### config.mk
export PLATFORM = sky130hd
export DESIGN_NAME = lrsc_monitor
export DESIGN_NICKNAME = d
export VERILOG_FILES = /design/src/rtl/lrsc_pkg.sv /design/src/rtl/lrsc_ea.sv /design/src/rtl/lrsc_resv.sv /design/src/rtl/lrsc_commit.sv /design/src/rtl/lrsc_monitor.sv
export SDC_FILE = /design/constraint.sdc
export NUM_CORES = 1
export LEC_CHECK = 0
export BUFFER_PORTS_ARGS = -buffer_cell sky130_fd_sc_hd__buf_2
export CAP_MARGIN = 20
export CORE_UTILIZATION = 41
export CTS_CLUSTER_DIAMETER = 150
export DETAILED_ROUTE_END_ITERATION = 8
export PLACE_DENSITY_LB_ADDON = 0.1
export SETUP_SLACK_MARGIN = 0.02
export SLEW_MARGIN = 20
export SYNTH_ARGS = -nofsm -noshare
export SYNTH_HDL_FRONTEND = slang
export SYNTH_SLANG_ARGS = --single-unit
### constraint.sdc
create_clock -name clk -period 3.9 [get_ports clk]
set_input_delay 0.195 -clock clk [delete_from_list [all_inputs] [get_ports clk]]
set_output_delay 0.195 -clock clk [all_outputs]
set_load 0.02 [all_outputs]
### src/rtl/lrsc_pkg.sv
package lrsc_pkg;
  localparam logic [3:0] WIDTH_NONE  = 4'd0;
  localparam logic [3:0] WIDTH_WORD  = 4'd4;
  localparam logic [3:0] WIDTH_DWORD = 4'd8;

  typedef struct packed {
    logic lt;
    logic gt;
    logic eq;
    logic so;
  } cr_field_t;
endpackage

### src/rtl/lrsc_ea.sv
module lrsc_ea #(
  parameter int ADDR_W     = 32,
  parameter int WORD_BYTES = 4
) (
  input  logic              base_zero,
  input  logic [ADDR_W-1:0] base,
  input  logic [ADDR_W-1:0] index,
  output logic [ADDR_W-1:0] ea,
  output logic              misaligned
);
  localparam int ALIGN_W = $clog2(WORD_BYTES);

  logic [ADDR_W-1:0] base_eff;

  always_comb begin
    base_eff   = base_zero ? '0 : base;
    ea         = base_eff + index;
    misaligned = (ea[ALIGN_W-1:0] != '0);
  end
endmodule

### src/rtl/lrsc_resv.sv
module lrsc_resv
  import lrsc_pkg::*;
#(
  parameter int ADDR_W     = 32,
  parameter int LINE_BYTES = 128
) (
  input  logic                                   clk,
  input  logic                                   rst,
  input  logic                                   rsv_req,
  input  logic [ADDR_W-1:0]                      rsv_addr,
  input  logic                                   rsv_dword,
  input  logic                                   sc_attempt,
  input  logic                                   snoop_store,
  input  logic [ADDR_W-1:0]                      snoop_addr,
  input  logic                                   ctx_switch,
  output logic                                   resv_valid,
  output logic [ADDR_W-$clog2(LINE_BYTES)-1:0]   resv_line,
  output logic [3:0]                             resv_width,
  output logic                                   snoop_hit
);
  localparam int OFS_W  = $clog2(LINE_BYTES);
  localparam int LINE_W = ADDR_W - OFS_W;

  logic              valid_q;
  logic [LINE_W-1:0] line_q;
  logic [3:0]        width_q;

  assign snoop_hit  = snoop_store && valid_q && (snoop_addr[ADDR_W-1:OFS_W] == line_q);
  assign resv_valid = valid_q;
  assign resv_line  = line_q;
  assign resv_width = width_q;

  always_ff @(posedge clk) begin
    if (rst) begin
      valid_q <= 1'b0;
      line_q  <= '0;
      width_q <= WIDTH_NONE;
    end else if (rsv_req) begin
      valid_q <= 1'b1;
      line_q  <= rsv_addr[ADDR_W-1:OFS_W];
      width_q <= rsv_dword ? WIDTH_DWORD : WIDTH_WORD;
    end else if (sc_attempt || snoop_hit || ctx_switch) begin
      valid_q <= 1'b0;
      width_q <= WIDTH_NONE;
    end
  end
endmodule

### src/rtl/lrsc_commit.sv
module lrsc_commit
  import lrsc_pkg::*;
#(
  parameter int ADDR_W     = 32,
  parameter int DATA_W     = 32,
  parameter int LINE_BYTES = 128
) (
  input  logic                                 clk,
  input  logic                                 rst,
  input  logic                                 sc_req,
  input  logic [ADDR_W-1:0]                    ea,
  input  logic                                 misaligned,
  input  logic [DATA_W-1:0]                    sc_data,
  input  logic                                 sc_so,
  input  logic                                 resv_valid,
  input  logic [ADDR_W-$clog2(LINE_BYTES)-1:0] resv_line,
  input  logic [3:0]                           resv_width,
  input  logic                                 snoop_hit,
  input  logic                                 ctx_switch,
  output logic                                 wr_en,
  output logic [ADDR_W-1:0]                    wr_addr,
  output logic [DATA_W-1:0]                    wr_data,
  output logic                                 cr0_we,
  output cr_field_t                            cr0,
  output logic                                 align_fault
);
  localparam int OFS_W = $clog2(LINE_BYTES);

  logic line_match;
  logic width_ok;
  logic success;

  always_comb begin
    line_match = (ea[ADDR_W-1:OFS_W] == resv_line);
    width_ok   = (resv_width == WIDTH_WORD);
    success    = resv_valid && width_ok && line_match && !snoop_hit && !ctx_switch;
  end

  always_ff @(posedge clk) begin
    if (rst) begin
      wr_en       <= 1'b0;
      wr_addr     <= '0;
      wr_data     <= '0;
      cr0_we      <= 1'b0;
      cr0         <= '0;
      align_fault <= 1'b0;
    end else begin
      wr_en       <= 1'b0;
      cr0_we      <= 1'b0;
      align_fault <= 1'b0;
      if (sc_req) begin
        if (misaligned) begin
          align_fault <= 1'b1;
        end else begin
          cr0_we  <= 1'b1;
          cr0     <= '{lt: 1'b0, gt: 1'b0, eq: success, so: sc_so};
          wr_en   <= success;
          wr_addr <= ea;
          wr_data <= sc_data;
        end
      end
    end
  end
endmodule

### src/rtl/lrsc_monitor.sv
module lrsc_monitor
  import lrsc_pkg::*;
#(
  parameter int ADDR_W     = 32,
  parameter int DATA_W     = 32,
  parameter int LINE_BYTES = 128,
  parameter int WORD_BYTES = 4
) (
  input  logic              clk,
  input  logic              rst,
  input  logic              rsv_req,
  input  logic [31:0]       rsv_addr,
  input  logic              rsv_dword,
  input  logic              sc_req,
  input  logic              sc_base_zero,
  input  logic [31:0]       sc_base,
  input  logic [31:0]       sc_index,
  input  logic [31:0]       sc_data,
  input  logic              sc_so,
  input  logic              snoop_store,
  input  logic [31:0]       snoop_addr,
  input  logic              ctx_switch,
  output logic              wr_en,
  output logic [31:0]       wr_addr,
  output logic [31:0]       wr_data,
  output logic              cr0_we,
  output logic [3:0]        cr0,
  output logic              align_fault
);
  localparam int OFS_W  = $clog2(LINE_BYTES);
  localparam int LINE_W = ADDR_W - OFS_W;

  logic [ADDR_W-1:0] ea;
  logic              misaligned;
  logic              resv_valid;
  logic [LINE_W-1:0] resv_line;
  logic [3:0]        resv_width;
  logic              snoop_hit;
  cr_field_t         cr0_s;

  lrsc_ea #(.ADDR_W(ADDR_W), .WORD_BYTES(WORD_BYTES)) u_ea (
    .base_zero (sc_base_zero),
    .base      (sc_base),
    .index     (sc_index),
    .ea        (ea),
    .misaligned(misaligned)
  );

  lrsc_resv #(.ADDR_W(ADDR_W), .LINE_BYTES(LINE_BYTES)) u_resv (
    .clk        (clk),
    .rst        (rst),
    .rsv_req    (rsv_req),
    .rsv_addr   (rsv_addr),
    .rsv_dword  (rsv_dword),
    .sc_attempt (sc_req),
    .snoop_store(snoop_store),
    .snoop_addr (snoop_addr),
    .ctx_switch (ctx_switch),
    .resv_valid (resv_valid),
    .resv_line  (resv_line),
    .resv_width (resv_width),
    .snoop_hit  (snoop_hit)
  );

  lrsc_commit #(.ADDR_W(ADDR_W), .DATA_W(DATA_W), .LINE_BYTES(LINE_BYTES)) u_commit (
    .clk        (clk),
    .rst        (rst),
    .sc_req     (sc_req),
    .ea         (ea),
    .misaligned (misaligned),
    .sc_data    (sc_data),
    .sc_so      (sc_so),
    .resv_valid (resv_valid),
    .resv_line  (resv_line),
    .resv_width (resv_width),
    .snoop_hit  (snoop_hit),
    .ctx_switch (ctx_switch),
    .wr_en      (wr_en),
    .wr_addr    (wr_addr),
    .wr_data    (wr_data),
    .cr0_we     (cr0_we),
    .cr0        (cr0_s),
    .align_fault(align_fault)
  );

  assign cr0 = cr0_s;
endmodule

==> flow_summary.ini <==
[outcome]
status = complete, no violations

[worst_setup_path]
critPathLaunchType = input port
r2r_end = u_commit.wr_en$_SDFF_PP0_
crit_type = in2reg
cp_data_arrival_time_ns = 3.68
crit_required_ns = 4.17
r2r_slack_ns = 1.29
crit_path_end = u_commit.wr_en$_SDFF_PP0_
r2r_start = u_resv.resv_line[2]$_SDFFE_PP0P_
critPathLaunch = sc_base_zero
endpoint_kind = flip-flop
r2r_cells = 9
worst-path-max-fanout = 21

[placed_design]
io_buffers = 223
placed_cell_area_um2 = 8078
place_ws_ns = 0.1965
post-dp-hpwl_um = 17890
gp_congestion = 0.9093
post-place-cells = 1211

[routing]
wl_per_cell_um = 17.73
drtIter0Drc = 435
finalWirelength_um = 21760
vias = 6711
firstDrtPassIters = 5
drc_errors = 0
final_antenna_net_count = 0
detail_route.vias_per_cell = 5.469

[floorplanning]
ios = 240
start_util = 0.4210
core_um2 = 15940
dieArea_um2 = 16880
rows = 46
die_h_um = 129.9
die_w_um = 129.9

[cells_and_area]
final_net_count = 1207
stdcell_area_um2 = 8388
antenna_cells = 0
final_cell_count_no_fill = 1227
layout-drive-gt1-share = 0.3037
area_growth_pct = 24.98

[power_and_ir_drop]
p_total_mw = 2.980
power_density_nw_per_um2 = 355.3
leakagePower_nw = 3.751
switching_power_mw = 1.012
seqPwrFrac = 0.367
p_comb_frac = 0.323
p_sw_frac = 0.3396
p_int_mw = 1.968
vdd_drop_max_mv = 0.1833
clockPowerShare = 0.310

[worst_hold_path]
min_from = sc_data[13]
hp-class = in2reg

[synth]
ys_seq_elements = 97
ys_seq_area_frac = 0.2893
mappedNetlistArea_um2 = 6711
synthCells = 786
synthArstFlopShare = 0
ys_warn_count = 0
yosysUniqueCellTypes = 81
ys.flop_type = dfxtp_1
synth_area_per_cell_um2 = 8.539
synth_edf_count = 0

[sta]
finalMaxSlewViolations = 0
timing.final.crit_period_ns = 3.415
hold_violations = 0
setup_tns_ns = 0
max_freq_mhz = 292.8
relSlewSlack = 0.4457
clock_skew_ns = 0.003854
fin_crit_sh = 0.8757
setup_viol = 0
layout_setup_ws_ns = 0.4846
tightest_slew_ns = 0.8315
rsz0062_at_grt = no

[clock_network]
cts_max_level = 3
clkSinkCount = 97
cts-resized-gates = 0
cts_root_buffer = clkbuf_16
clk_path_buf_depth = 2
hold_buffers = 0
insertion_delay_ns = 0.35
cts_tree = yes
cts_inserted_buffers = 9
cts_setup_buffers = 0
clk_pin_slew_worst_paths_ns = 0.07

[global_routing]
grt_pass1_wl_um = 32460
antenna_found_initial = 0
grt_pass1_vias = 6130
gr-total-overflow = 0
grt_max_degree = 43
grt_usage = 0.2543

[job]
maxCapViolCount = 0
==> synthesized netlist by cell type (3+ instances only) <==
cell / n / share of area
nor3_1: 16 / 0.012
o21ai_1: 5 / 0.0037
o211ai_1: 8 / 0.0089
a31oi_1: 3 / 0.0028
a21boi_0: 5 / 0.0056
nand3_1: 11 / 0.0082
nor2b_1: 34 / 0.032
nand2b_1: 5 / 0.0047
o21ai_2: 4 / 0.0052
buf_2: 11 / 0.0082
a21oi_2: 3 / 0.0039
nor4_1: 9 / 0.0084
buf_6: 3 / 0.0050
o21ai_0: 46 / 0.034
nor2_1: 68 / 0.038
nand4_1: 31 / 0.029
and2_1: 4 / 0.0037
a211oi_2: 3 / 0.0056
and4_1: 3 / 0.0039
dfxtp_1: 97 / 0.29
and3_1: 4 / 0.0037
a21o_1: 5 / 0.0056
or4_1: 5 / 0.0056
xnor3_2: 3 / 0.011
nand2_1: 67 / 0.037
a211oi_1: 11 / 0.012
clkbuf_8: 4 / 0.0082
a22o_1: 40 / 0.052
xnor3_1: 5 / 0.017
buf_4: 4 / 0.0045
o31ai_1: 3 / 0.0034
or2_2: 5 / 0.0047
xor2_1: 13 / 0.017
a21oi_1: 39 / 0.029
o21a_1: 4 / 0.0045
inv_1: 12 / 0.0067
ha_1: 31 / 0.058
clkbuf_1: 21 / 0.012
mux2i_1: 26 / 0.039
xnor2_1: 55 / 0.072
a221oi_1: 3 / 0.0039
a2111oi_0: 5 / 0.0065
==> cell type report <==
cell class              count  area (µm²)
clock buffers               9       225.2
clock inverters             7       85.08
fillers                  1603        7555
inverters                  13       48.80
multi-input cells         632        4476
flip-flops and latches     97        1942
well taps                 216       270.3
repair buffers            253        1341
==> registers in the layout, summed over array words and instances, names as in the netlist <==
signal / count
u_resv.resv_valid: 1
u_commit.wr_data: 32
u_commit.wr_en: 1
u_commit.wr_addr: 32
u_resv.resv_line: 25
u_commit.align_fault: 1
u_commit.cr0_we: 1
u_commit.cr0: 2
u_resv.resv_width: 2
==> logic make-up after synthesis <==
group                      share of synthesized area
DFF                                           0.2893
AOI/OAI and AO/OA                             0.2330
buffers and inverters                        0.04605
other                                      0.0005587
adders and majority gates                    0.06078
and+or+nand+nor                               0.2114
muxes                                        0.03878
xor gates and xnor gates                      0.1201
==> worst min-delay path by stage <==
stage                     depth (start not counted)                           endpoint  slack [ns]
final                                             2  u_commit.wr_data[13]$_SDFFE_PP0P_        0.04
after global routing                              2  u_commit.wr_data[19]$_SDFFE_PP0P_        0.04
after CTS                                         2  u_commit.wr_data[13]$_SDFFE_PP0P_        0.03
after detailed placement                          2   u_commit.wr_data[5]$_SDFFE_PP0P_        0.41
after global placement                            2  u_commit.wr_data[13]$_SDFFE_PP0P_        0.41
after floorplan                                   1  u_commit.wr_data[20]$_SDFFE_PP0P_        0.32
==> metal layers <==
| layer | global-route usage | wire, µm |
|---|---|---|
| met1 | 0.3507 | 10220 |
| met4 | 0.07114 | 295 |
| met5 | 0 | 0 |
| met3 | 0.04182 | 1492 |
| met2 | 0.4086 | 9748 |
==> through the flow <==
step / util / hold slack [ns]
finish: 0.5261 / 0.04365
global route: 0.5261 / 0.03951
CTS: 0.5261 / 0.02984
detailed placement: 0.5067 / 0.4089
global placement: 0.5067 / 0.4056
floorplan: - / 0.3205
==> cell usage in the layout (no fill, tap or decap), types with 8 or more instances in the layout <==
cell       instances
xor2_1            13
nor4_1             9
nand4_1           31
buf_2            223
mux2i_1           26
clkbuf_16          9
nor2b_1           34
nand3_1           11
dfxtp_1           97
inv_1             12
a22o_1            40
nor2_1            68
nand2_1           67
o211ai_1           8
ha_1              31
xnor2_1           55
a211oi_1          11
a21oi_1           38
o21ai_0           46
buf_4             30
nor3_1            16
==> worst max-delay path: stages <==
cell,delay (ns)
buf_2,0.33
buf_4,0.25
nor2b_1,0.06
ha_1,0.35
nand2_1,0.14
o31ai_1,0.54
nand2_1,0.24
o311a_1,0.20
o32a_1,0.21
or3_1,0.37
nor4_1,0.37
nand4_1,0.20
nor4_2,0.22
==> power by group through the flow <==
stage | logic, mW | clock network [mW] | registers (mW)
final | 0.963 | 0.924 | 1.09
after detailed placement | 0.954 | 0 | 1.12
after global placement | 0.956 | 0 | 1.11
after global routing | 1.05 | 0.986 | 1.10
after floorplan | 0.599 | 0 | 1.15
after CTS | 0.959 | 0.950 | 1.09
Note: power is estimated with default switching activity, not from simulation.
